`config.mk`:
```
export PLATFORM = sky130hd
export DESIGN_NAME = irq_pin_engine
export DESIGN_NICKNAME = d
export VERILOG_FILES = /design/src/rtl/ipe_pkg.sv /design/src/rtl/ipe_pin_slot.sv /design/src/rtl/ipe_pick_first.sv /design/src/rtl/ipe_defer_timer.sv /design/src/rtl/irq_pin_engine.sv
export SDC_FILE = /design/constraint.sdc
export NUM_CORES = 1
export LEC_CHECK = 0
export ABC_AREA = 1
export BUFFER_PORTS_ARGS = -buffer_cell sky130_fd_sc_hd__buf_4
export CORE_MARGIN = 2
export CORE_UTILIZATION = 45
export CTS_CLUSTER_DIAMETER = 100
export DETAILED_ROUTE_END_ITERATION = 6
export PLACE_DENSITY = 0.62
export SLEW_MARGIN = 20
export SYNTH_ARGS = -nofsm -noshare
export SYNTH_HDL_FRONTEND = slang
export SYNTH_SLANG_ARGS = --single-unit
```
`constraint.sdc`:
```
create_clock -name clk -period 2.25 [get_ports clk]
set_input_delay 0 -clock clk [delete_from_list [all_inputs] [get_ports clk]]
set_output_delay 0 -clock clk [all_outputs]
set_load 0.05 [all_outputs]
```
`src/rtl/ipe_pkg.sv`:
```
package ipe_pkg;

    localparam int VEC_W   = 8;
    localparam int DEST_W  = 8;
    localparam int DMODE_W = 3;

    // Routing entry; packed order gives vector at the LSBs
    typedef struct packed {
        logic               mask;
        logic               lvl;
        logic               logical;
        logic [DMODE_W-1:0] dmode;
        logic [DEST_W-1:0]  dest;
        logic [VEC_W-1:0]   vector;
    } rte_t;

    localparam int RTE_W = $bits(rte_t);

    localparam rte_t RTE_RESET = '{mask: 1'b1, lvl: 1'b0, logical: 1'b0,
                                   dmode: '0, dest: '0, vector: '0};

    function automatic logic eoi_hits(input rte_t e, input logic [VEC_W-1:0] v);
        return e.lvl && (e.vector == v);
    endfunction

    function automatic logic may_send(input rte_t e, input logic in_service);
        return !e.mask && !(e.lvl && in_service);
    endfunction

endpackage

```
`src/rtl/ipe_pin_slot.sv`:
```
module ipe_pin_slot
    import ipe_pkg::*;
#(
    parameter int STORM_LIMIT = 10000,
    parameter int CNT_W       = 14
) (
    input  logic             clk,
    input  logic             rst,
    input  logic             line_i,
    input  logic             cfg_we_i,
    input  rte_t             cfg_ent_i,
    input  logic             eoi_valid_i,
    input  logic             eoi_level_i,
    input  logic [VEC_W-1:0] eoi_vec_i,
    input  logic             defer_fire_i,
    input  logic             grant_i,
    input  logic             done_i,
    input  logic             done_lvl_i,
    input  logic             acc_i,
    output rte_t             ent_o,
    output logic             want_o,
    output logic             elig_o,
    output logic             rirr_o,
    output logic             storm_o,
    output logic             coal_o
);

    rte_t             ent_q;
    logic             line_q, irr_q, rirr_q, want_q, coal_q;
    logic [CNT_W-1:0] cnt_q;

    logic rise, edge_clr, irr_kept, eoi_hit, redo_ok, cnt_wrap;
    logic set_rise, set_cfg, set_eoi, set_def;
    logic rirr_nxt;

    assign rise     = line_i & ~line_q;
    assign elig_o   = may_send(ent_q, rirr_q);
    // edge pending bit is consumed by a finished delivery or a dropped attempt
    assign edge_clr = (done_i & ~done_lvl_i) | (grant_i & ~elig_o & ~ent_q.lvl);
    assign irr_kept = irr_q & ~edge_clr;
    assign eoi_hit  = eoi_valid_i & eoi_level_i & eoi_hits(ent_q, eoi_vec_i);
    assign redo_ok  = ~ent_q.mask & irr_q;
    assign cnt_wrap = (cnt_q == CNT_W'(STORM_LIMIT - 1));
    assign storm_o  = eoi_hit & redo_ok & cnt_wrap;

    assign set_rise = rise & (ent_q.lvl | ~irr_kept);
    assign set_cfg  = cfg_we_i & cfg_ent_i.lvl & irr_q;
    assign set_eoi  = eoi_hit & redo_ok & ~cnt_wrap;
    assign set_def  = defer_fire_i & ent_q.lvl & irr_q & ~rirr_q;

    always_comb begin
        rirr_nxt = rirr_q;
        if (eoi_hit)
            rirr_nxt = 1'b0;
        if (done_i && acc_i && done_lvl_i)
            rirr_nxt = 1'b1;
        if (cfg_we_i && !cfg_ent_i.lvl)
            rirr_nxt = 1'b0;
    end

    always_ff @(posedge clk) begin
        if (rst) begin
            ent_q  <= RTE_RESET;
            line_q <= 1'b0;
            irr_q  <= 1'b0;
            rirr_q <= 1'b0;
            want_q <= 1'b0;
            coal_q <= 1'b0;
            cnt_q  <= '0;
        end else begin
            line_q <= line_i;
            irr_q  <= ent_q.lvl ? line_i : (irr_kept | rise);
            coal_q <= ~ent_q.lvl & rise & irr_kept;
            rirr_q <= rirr_nxt;
            want_q <= (want_q & ~grant_i) | set_rise | set_cfg | set_eoi | set_def;
            if (cfg_we_i)
                ent_q <= cfg_ent_i;
            if (eoi_hit)
                cnt_q <= (redo_ok && !cnt_wrap) ? cnt_q + 1'b1 : '0;
        end
    end

    assign ent_o  = ent_q;
    assign want_o = want_q;
    assign rirr_o = rirr_q;
    assign coal_o = coal_q;

endmodule

```
`src/rtl/ipe_pick_first.sv`:
```
module ipe_pick_first #(
    parameter int N  = 8,
    parameter int IW = 3
) (
    input  logic [N-1:0]  req_i,
    output logic [N-1:0]  onehot_o,
    output logic [IW-1:0] idx_o,
    output logic          any_o
);

    always_comb begin
        onehot_o = '0;
        idx_o    = '0;
        for (int i = N - 1; i >= 0; i--) begin
            if (req_i[i]) begin
                onehot_o    = '0;
                onehot_o[i] = 1'b1;
                idx_o       = IW'(i);
            end
        end
    end

    assign any_o = |req_i;

endmodule

```
`src/rtl/ipe_defer_timer.sv`:
```
module ipe_defer_timer #(
    parameter int DELAY = 1000000
) (
    input  logic clk,
    input  logic rst,
    input  logic arm_i,
    output logic fire_o
);

    localparam int CW = $clog2(DELAY + 1);

    logic          running_q, fire_q;
    logic [CW-1:0] cnt_q;
    logic          at_end;

    assign at_end = running_q && (cnt_q == CW'(DELAY - 1));

    always_ff @(posedge clk) begin
        if (rst) begin
            running_q <= 1'b0;
            fire_q    <= 1'b0;
            cnt_q     <= '0;
        end else begin
            fire_q <= at_end;
            if (arm_i && (!running_q || at_end)) begin
                running_q <= 1'b1;
                cnt_q     <= '0;
            end else if (at_end) begin
                running_q <= 1'b0;
            end else if (running_q) begin
                cnt_q <= cnt_q + 1'b1;
            end
        end
    end

    assign fire_o = fire_q;

endmodule

```
`src/rtl/irq_pin_engine.sv`:
```
module irq_pin_engine
    import ipe_pkg::*;
#(
    parameter int   NPINS        = 8,
    parameter int   STORM_LIMIT  = 10000,
    parameter int   DEFER_CYCLES = 1000000,
    localparam int  PIN_W        = (NPINS > 1) ? $clog2(NPINS) : 1
) (
    input  logic               clk,
    input  logic               rst,
    input  logic [NPINS-1:0]   line_i,
    input  logic               cfg_we_i,
    input  logic [PIN_W-1:0]   cfg_pin_i,
    input  logic [RTE_W-1:0]   cfg_data_i,
    input  logic               eoi_valid_i,
    input  logic               eoi_level_i,
    input  logic [VEC_W-1:0]   eoi_vector_i,
    output logic               dlv_valid_o,
    input  logic               dlv_ready_i,
    input  logic               dlv_accepted_i,
    output logic [VEC_W-1:0]   dlv_vector_o,
    output logic [DEST_W-1:0]  dlv_dest_o,
    output logic [DMODE_W-1:0] dlv_dmode_o,
    output logic               dlv_logical_o,
    output logic               dlv_level_o,
    output logic [PIN_W-1:0]   dlv_pin_o,
    output logic [NPINS-1:0]   coal_o
);

    localparam int CNT_W = $clog2(STORM_LIMIT + 1);

    rte_t             ent_v [NPINS];
    logic [NPINS-1:0] want_v, elig_v, rirr_vec, storm_v, mask_vec;
    logic [NPINS-1:0] grant_vec, done_vec, pick_oh;
    logic [PIN_W-1:0] pick_idx;
    logic             pick_any, defer_fire, launch, hs;
    rte_t             cfg_ent;

    logic             busy_q;
    rte_t             pay_q;
    logic [PIN_W-1:0] pay_pin_q;

    assign cfg_ent = rte_t'(cfg_data_i);

    ipe_pick_first #(.N(NPINS), .IW(PIN_W)) u_pick (
        .req_i    (want_v),
        .onehot_o (pick_oh),
        .idx_o    (pick_idx),
        .any_o    (pick_any)
    );

    ipe_defer_timer #(.DELAY(DEFER_CYCLES)) u_defer (
        .clk    (clk),
        .rst    (rst),
        .arm_i  (|storm_v),
        .fire_o (defer_fire)
    );

    assign grant_vec = busy_q ? '0 : pick_oh;
    assign launch    = !busy_q && pick_any && elig_v[pick_idx];
    assign hs        = busy_q && dlv_ready_i;
    assign done_vec  = hs ? (NPINS'(1) << pay_pin_q) : '0;

    for (genvar g = 0; g < NPINS; g++) begin : g_slot
        ipe_pin_slot #(.STORM_LIMIT(STORM_LIMIT), .CNT_W(CNT_W)) u_slot (
            .clk          (clk),
            .rst          (rst),
            .line_i       (line_i[g]),
            .cfg_we_i     (cfg_we_i && (cfg_pin_i == PIN_W'(g))),
            .cfg_ent_i    (cfg_ent),
            .eoi_valid_i  (eoi_valid_i),
            .eoi_level_i  (eoi_level_i),
            .eoi_vec_i    (eoi_vector_i),
            .defer_fire_i (defer_fire),
            .grant_i      (grant_vec[g]),
            .done_i       (done_vec[g]),
            .done_lvl_i   (pay_q.lvl),
            .acc_i        (dlv_accepted_i),
            .ent_o        (ent_v[g]),
            .want_o       (want_v[g]),
            .elig_o       (elig_v[g]),
            .rirr_o       (rirr_vec[g]),
            .storm_o      (storm_v[g]),
            .coal_o       (coal_o[g])
        );
        assign mask_vec[g] = ent_v[g].mask;
    end

    always_ff @(posedge clk) begin
        if (rst) begin
            busy_q    <= 1'b0;
            pay_q     <= RTE_RESET;
            pay_pin_q <= '0;
        end else if (launch) begin
            busy_q    <= 1'b1;
            pay_q     <= ent_v[pick_idx];
            pay_pin_q <= pick_idx;
        end else if (hs) begin
            busy_q    <= 1'b0;
        end
    end

    assign dlv_valid_o   = busy_q;
    assign dlv_vector_o  = pay_q.vector;
    assign dlv_dest_o    = pay_q.dest;
    assign dlv_dmode_o   = pay_q.dmode;
    assign dlv_logical_o = pay_q.logical;
    assign dlv_level_o   = pay_q.lvl;
    assign dlv_pin_o     = pay_pin_q;

endmodule

```
==> results of run 1 <==
worst max-delay path: stages (launching register included):
cell and delay [ns]:
dfxtp_1 0.36, ha_2 0.22, nand2_1 0.07, nor2_1 0.13, nand2_1 0.07, nor2_1 0.16
nand4_1 0.22, nand2_1 0.13, inv_1 0.05, nand3_1 0.16, nand2_1 0.07, nand2_1 0.08
buf_4 0.17, nor2_1 0.05
per-layer routing:
| metal | up-vias | GRT usage (%) | part of all wire, % |
|---|---|---|---|
| met5 | - | 0 | 0 |
| met4 | 0 | 10.0 | 3.1 |
| met3 | 119 | 3.28 | 6.6 |
| met2 | 657 | 44.9 | 46 |
| met1 | 9063 | 36.4 | 44 |
| li1 | 9925 | - | - |
placed cells by master (no fill, tap or decap), types with 37 or more instances in the layout:
| master | Yosys | routed |
|---|---|---|
| nand2_1 | 647 | 646 |
| nor2_1 | 419 | 416 |
| dfxtp_1 | 375 | 374 |
| inv_1 | 324 | 324 |
| a21oi_1 | 281 | 281 |
| o21ai_0 | 227 | 227 |
| nand3_1 | 170 | 170 |
| buf_4 | 22 | 143 |
| nand4_1 | 69 | 69 |
| nor3_1 | 63 | 62 |
| xor2_1 | 49 | 49 |
| o211ai_1 | 47 | 47 |
| clkbuf_16 | 0 | 46 |
| dlygate4sd3_1 | 0 | 37 |
sequential cells by signal, summed over array words and instances (netlist names), 3 cells and up:
| name | count |
|---|---|
| g_slot.u_slot.ent_o | 176 |
| g_slot.u_slot.cnt_q | 112 |
| u_defer.cnt_q | 20 |
| dlv_dest_o | 8 |
| dlv_vector_o | 8 |
| g_slot.u_slot.coal_o | 8 |
| g_slot.u_slot.irr_q | 8 |
| g_slot.u_slot.line_q | 8 |
| g_slot.u_slot.rirr_o | 8 |
| g_slot.u_slot.want_o | 8 |
| dlv_dmode_o | 3 |
| dlv_pin_o | 3 |
cell type report:
type / count / area [um^2]
repair buffers: 188 / 1600
well taps: 585 / 732
diodes: 1 / 2.50
fillers: 4285 / 20200
clock inverters: 9 / 116
flip-flops and latches: 375 / 7510
multi-input cells: 2134 / 10200
inverters: 356 / 1340
clock buffers: 67 / 1380
repair_timing:
| item | in CTS | in global routing |
|---|---|---|
| hold buffers | 37 | 0 |
| gates resized for setup | 0 | 5 |
| endpoints found under the hold margin | 249 | 0 |
| setup endpoints to repair | 0 | 20 |
through the flow:
| stage | hold slack (ns) | setup TNS [ns] | cells |
|---|---|---|---|
| after floorplan | 0.115 | 0 | 2993 |
| after global placement | 0.250 | 0 | 3601 |
| after detailed placement | 0.253 | 0 | 3601 |
| after CTS | 0.0119 | 0 | 3714 |
| after global routing | 0.0938 | -0.00288 | 3715 |
| final | 0.0289 | 0 | 3715 |
kinds of logic (layout without fill, tap and decap cells):
| kind of cell | count (synthesis) | count (layout) | synth area share [%] |
|---|---|---|---|
| and+or+nand+nor | 1437 | 1437 | 30.9 |
| adders and majority gates | 9 | 9 | 0.573 |
| DFF | 375 | 375 | 38.2 |
| xor gates and xnor gates | 82 | 82 | 3.65 |
| AOI/OAI and AO/OA | 606 | 606 | 16.5 |
| buffers and inverters | 484 | 620 | 10.1 |
| other | 0 | 1 | 0 |
path summary, 6_finish.rpt:
kind	slack (ns)	start	endpoint
worst max-delay path	0.19	g_slot[0].u_slot.cnt_q[1]$_SDFFE_PP0P_	u_defer.cnt_q[19]$_SDFFE_PP0P_
worst min-delay path	0.03	cfg_we_i	g_slot[2].u_slot.ent_o[21]$_SDFFE_PP1P_
worst max register to register	0.19	g_slot[0].u_slot.cnt_q[1]$_SDFFE_PP0P_	u_defer.cnt_q[19]$_SDFFE_PP0P_
worst min register to register	0.44	g_slot[1].u_slot.line_q$_SDFF_PP0_	g_slot[1].u_slot.coal_o$_SDFF_PP0_
report_power, final:
group / total [W] / switching (W) / internal [W]
combinational: 0.00381 / 0.00261 / 0.00121
sequential: 0.00721 / 0.000253 / 0.00696
clock: 0.00738 / 0.00294 / 0.00444
total: 0.0184 / 0.00580 / 0.0126
==> reports/results.ini, run 1 <==
[finish]
final_area_um2 = 22900
synthToLayoutAreaGrowth_pct = 16.3
final_nets = 3156
drive_gt1_share_pct = 9.14
utilization_pct = 53.1

[sta]
fmax_mhz = 486
hold_violations = 0
worstMarginPinSlew_ns = 0.677
final.min_clock_period_ns = 2.06
finClkSkew_ns = 0.0284
fin_crit_sh_pct = 91.4
setup_viol = 0
max_slew_margin_pct = 54.8
setup_ws_ns = 0.194
final_max_slew_viol_count = 0

[critical_path]
cp_data_arrival_time_ns = 2.52
endpoint_kind = register
cp.required_ns = 2.71
worstSetupPathType = register to register
r2r_cells = 13
start_kind = register
worstPathMaxFanout = 10

[synth]
synth_cells = 2993
synth_edf_count = 0
ys_async_sr_fraction_pct = 0
ys_warn_count = 0
syn-num-nets = 3050
seq_area_frac_synth_pct = 38.2
synth_cell_types = 49
avgSynthCellArea_um2 = 6.57
synthesis.area_um2 = 19700
ys_top_cells_by_area = dfxtp_1, nand2_1, nor2_1, a21oi_1, inv_1
yosys_most_used_dff = dfxtp_1
synth_top_area_cell = dfxtp_1
synth_most_common_cell = nand2_1
ys_top_cells_by_count = nand2_1, nor2_1, dfxtp_1
synth_top_area_share_pct = 38.2
ys_seq_elements = 375

[die]
top_level_ports = 81
core_area_um2 = 43100
rows = 76
die_h_um = 213
die_area_um2 = 45400
start_util_pct = 45.6
die_x_um = 213

[place]
place_area_um2 = 21000
place_congestion = 0.962
preCtsSetupSlack_ns = 0.155
numPortBuffers = 80
dp.final_hpwl_um = 43500

[drt]
drt.antenna.violating_nets = 0
first_iter_violations = 1828
avgRoutedWirePerCell_um = 16.6
vias = 19800
viasPerCell = 5.32
routed_wl_um = 61700
drt-pass1-iter-count = 6
drc = 0

[outcome]
run_status = finished, final reports clean

[power_and_ir_drop]
ir_drop_v = 0.000859
p_per_area_nw_per_um2 = 805
leakage_nw = 9.15
power.total_w = 0.0184

[clock_tree]
postCtsSetupRepairBufs = 0
clk_latency_ns = 0.58
clock_sinks = 375
htreeDepth = 2
cts_made_buffers = 44
cts.root.buffer_cell = clkbuf_16
clkTransAtPathRegs_ns = 0.06
clockBufferDepth = 3
cts_tree = done

[grt]
grt_pass1_wl_um = 97600
antenna_found_initial = 2
grt_max_degree = 90
grt_usage_pct = 27.2
gr-total-overflow = 0
grt_pass1_vias = 18100

[min_path]
hold_depth = 6
hold_path.class = input pin to register

[flow_run]
maxCapViolCount = 0

(Power assumes the default switching activity.)
==> run 2, diff against run 1 <==
--- a/config.mk
+++ b/config.mk
@@ -5,7 +5,7 @@
 export SDC_FILE = /design/constraint.sdc
 export NUM_CORES = 1
 export LEC_CHECK = 0
-export ABC_AREA = 1
+export ABC_AREA = 0
 export BUFFER_PORTS_ARGS = -buffer_cell sky130_fd_sc_hd__buf_4
 export CORE_MARGIN = 2
 export CORE_UTILIZATION = 45
@@ -15,4 +15,5 @@
 export SLEW_MARGIN = 20
 export SYNTH_ARGS = -nofsm -noshare
 export SYNTH_HDL_FRONTEND = slang
+export SYNTH_HIERARCHICAL = 1
 export SYNTH_SLANG_ARGS = --single-unit
==> reports/results.ini, run 2 <==
[drt]
vias = 18300  ; was 19.8k
drt.antenna.violating_nets = 0  ; unchanged
routed_wl_um = 60800  ; was 61700 um
avgRoutedWirePerCell_um = 19.4  ; was 16.6 um
first_iter_violations = 1418  ; was 1828
drc = 0  ; unchanged
drt-pass1-iter-count = 5  ; was 6
viasPerCell = 5.82  ; was 5.32

[critical_path]
slowest_stage = or3_4  ; was dfxtp_1
path_cells = xnor2_2 -> nand4_1 -> or3_4 -> nor3b_4 -> nor4_2 -> nand2_1 -> buf_6 -> buf_4 -> nor2_1 -> a21oi_2 -> buf_4 -> a2bb2o_4  ; was ha_2 -> nand2_1 -> nor2_1 -> nand2_1 -> nor2_1 -> nand4_1 -> nand2_1 -> inv_1 -> nand3_1 -> nand2_1 -> nand2_1 -> buf_4 -> nor2_1
startpoint = g_slot[4].u_slot/ent_o[3]$_SDFFE_PP0P_  ; was g_slot[0].u_slot.cnt_q[1]$_SDFFE_PP0P_
cp_data_arrival_time_ns = 3.01  ; was 2.52 ns
r2r_slack_ns = -0.28  ; was 0.19 ns
cp.required_ns = 2.72  ; was 2.71 ns
critPathBufInv = 3  ; was 2
crit_family = simple AND/OR/NAND/NOR gates  ; unchanged
endpoint_kind = register  ; unchanged
r2r_cells = 12  ; was 13
r2r_end = u_defer/cnt_q[0]$_SDFFE_PP0P_  ; was u_defer.cnt_q[19]$_SDFFE_PP0P_
regToRegStartpoint = g_slot[4].u_slot/ent_o[3]$_SDFFE_PP0P_  ; was g_slot[0].u_slot.cnt_q[1]$_SDFFE_PP0P_
cpMostUsedCell = buf_4  ; was nand2_1
worstPathMaxFanout = 5  ; was 10
critPathMaxStageDelay_ns = 0.43  ; was 0.36 ns
start_kind = register  ; unchanged
worstSetupPathType = register to register  ; unchanged

[power_and_ir_drop]
seq_power_share_pct = 41.2  ; was 39.2%
power.total_w = 0.0167  ; was 0.0184 W
ir_drop_v = 0.000690  ; was 0.000859 V
power_frac_comb_pct = 15.8  ; was 20.7%
leakage_nw = 9.21  ; was 9.15 nW
sw_frac_of_total_pct = 26.5  ; was 31.5%
p_switching_w = 0.00443  ; was 0.00580 W
cellInternalPower_w = 0.0123  ; was 0.0126 W
p_per_area_nw_per_um2 = 652  ; was 805 nW/um^2
clockPowerShare_pct = 42.9  ; was 40.1%

[place]
place_area_um2 = 23200  ; was 21000 um^2
place_congestion = 0.900  ; was 0.962
numPortBuffers = 80  ; unchanged
dp_cells = 3003  ; was 3601
dp.final_hpwl_um = 40800  ; was 43500 um

[grt]
grt_pass1_vias = 17900  ; was 18.1k
grt_max_degree = 86  ; was 90
grt_pass1_wl_um = 95500  ; was 97600 um
gr-total-overflow = 0  ; unchanged
antenna_found_initial = 1  ; was 2
grt_usage_pct = 26.8  ; was 27.2%

[finish]
final_common_cell = buf_4  ; was nand2_1
largest_reg_flops = 176  ; unchanged
instances_no_fill = 3139  ; was 3715
synthToLayoutAreaGrowth_pct = 34.2  ; was 16.3%
drive_gt1_share_pct = 30.0  ; was 9.14%
final_cell_mix = buf_4, dfxtp_1, nor2_1  ; was nand2_1, nor2_1, dfxtp_1
fillers = 3539  ; was 4285
final_nets = 2620  ; was 3156
final_area_um2 = 25700  ; was 22900 um^2

[synth]
synthesis.area_um2 = 19100  ; was 19700 um^2
ys_async_sr_fraction_pct = 0  ; unchanged
seq_area_frac_synth_pct = 39.2  ; was 38.2%
synth_most_common_cell = dfxtp_1  ; was nand2_1
synth_top_area_cell = dfxtp_1  ; unchanged
yosys_most_used_dff = dfxtp_1  ; unchanged
synth_cells = 2153  ; was 2993
synth_top_area_share_pct = 39.2  ; was 38.2%
synth_edf_count = 0  ; unchanged
ys_top_cells_by_area = dfxtp_1, mux2i_1, nor2_1, mux4_2, a21oi_1  ; was dfxtp_1, nand2_1, nor2_1, a21oi_1, inv_1
syn-num-nets = 2210  ; was 3050
ys_warn_count = 6  ; was 0
ys_top_cells_by_count = dfxtp_1, nor2_1, mux2i_1  ; was nand2_1, nor2_1, dfxtp_1
ys_seq_elements = 375  ; unchanged
synth_cell_types = 71  ; was 49
avgSynthCellArea_um2 = 8.89  ; was 6.57 um^2

[min_path]
hold_depth = 6  ; unchanged
min_from = eoi_level_i  ; was cfg_we_i
hold_path.class = input pin to register  ; unchanged
min_to = g_slot[6].u_slot/cnt_q[1]$_SDFFE_PP0P_  ; was g_slot[2].u_slot.ent_o[21]$_SDFFE_PP1P_

[outcome]
violations = negative setup slack
run_status = complete, but fails checks  ; was finished, final reports clean

[clock_tree]
cts_tree = done  ; unchanged
clkTransAtPathRegs_ns = 0.06  ; about the same
clk_latency_ns = 0.58  ; about the same
cts.root.buffer_cell = clkbuf_16  ; unchanged
htreeDepth = 2  ; unchanged
clock_sinks = 375  ; unchanged
clockBufferDepth = 3  ; unchanged
cts_made_buffers = 43  ; was 44

[sta]
hold_violations = 0  ; unchanged
final.min_clock_period_ns = 2.53  ; was 2.06 ns
worstMarginPinSlew_ns = 0.533  ; was 0.677 ns
final_max_slew_viol_count = 0  ; unchanged
finClkSkew_ns = 0.0331  ; was 0.0284 ns
setup_viol = 40  ; was 0
fmax_mhz = 395  ; was 486 MHz
rsz0062_at_grt = true
fin_crit_sh_pct = 113  ; was 91.4%
whs_ns = 0.0754  ; was 0.0289 ns
max_slew_margin_pct = 64.1  ; was 54.8%
setup_ws_ns = -0.284  ; was 0.194 ns

[die]
die_x_um = 210  ; was 213 um
start_util_pct = 45.6  ; about the same
rows = 75  ; was 76
core_area_um2 = 41900  ; was 43100 um^2
top_level_ports = 81  ; unchanged
die_area_um2 = 44200  ; was 45400 um^2
die_h_um = 210  ; was 213 um

[flow_run]
maxCapViolCount = 0  ; unchanged

## run 2: final cells by class
| type | instances | area [um^2] | area share, % |
|---|---|---|---|
| timing repair buffer | 485 | 4100 | 16.0 |
| multi-input combinational | 1624 | 11800 | 45.8 |
| clock inverter | 15 | 168 | 0.653 |
| antenna | 2 | 5.00 | 0.0195 |
| inverter | 34 | 128 | 0.497 |
| clock buffer | 65 | 1280 | 4.98 |
| tap | 539 | 674 | 2.63 |
| sequential | 375 | 7570 | 29.5 |
## run 2: cell families (layout without fill, tap and decap cells)
kind of cell	Yosys count	in the layout	share of synthesized area, %
simple gates	960	960	27.9
flops	375	375	39.2
compound gates	359	359	10.9
mux	228	228	14.9
buf+inv	154	599	3.47
xor+xnor	68	68	3.11
fa+ha+maj	9	9	0.588
other cells	0	2	0
## run 2: worst register-to-register path, stage by stage, from the launching register on
cell	delay, ns
dfxtp_2	0.34
xnor2_2	0.23
nand4_1	0.16
or3_4	0.43
nor3b_4	0.29
nor4_2	0.09
nand2_1	0.08
buf_6	0.13
buf_4	0.12
nor2_1	0.04
a21oi_2	0.17
buf_4	0.14
a2bb2o_4	0.21
## run 2: worst max path at each step
stage                                               end  slack (ns)  depth (start not counted)
after detailed placement  u_defer/cnt_q[9]$_SDFFE_PP0P_       -0.57                         12
after global routing      u_defer/cnt_q[7]$_SDFFE_PP0P_       -0.36                         11
after floorplan           u_defer/cnt_q[7]$_SDFFE_PP0P_       -0.13                         11
after global placement    u_defer/cnt_q[7]$_SDFFE_PP0P_       -0.52                         12
final                     u_defer/cnt_q[0]$_SDFFE_PP0P_       -0.28                         12
after CTS                 u_defer/cnt_q[7]$_SDFFE_PP0P_       -0.27                         11
## run 2: per-stage QoR
step	setup TNS, ns	setup WS, ns	utilization (%)
5_1_grt	-7.68	-0.361	61.2
6_report	-4.89	-0.284	61.2
2_1_floorplan	-0.349	-0.132	-
3_3_place_gp	-8.21	-0.522	55.4
3_5_place_dp	-9.21	-0.570	55.4
4_1_cts	-2.49	-0.274	60.1
## run 2: per-layer routing
metal	routed length [um]	vias to the layer above	track usage, %
met4	1970	0	9.66
met3	3530	119	4.50
li1	-	8736	-
met2	29000	535	45.4
met5	0	-	0
met1	26200	8889	34.6
## run 2: timing repair
item / CTS / global route
setup buffers: 6 / 7
endpoints found under the setup margin: 44 / 44
pin swaps: 10 / 26
gates cloned: 1 / 5
hold endpoints to repair: 224 / 0
gates resized for setup: 25 / 90
hold buffers: 35 / 0
## run 2: power by group through the flow
stage	clock network [W]	registers [W]	logic (W)
after floorplan	0	0.00709	0.00113
after global placement	0	0.00703	0.00218
after detailed placement	0	0.00703	0.00221
after CTS	0.00732	0.00689	0.00237
after global routing	0.00758	0.00691	0.00279
final	0.00719	0.00690	0.00265
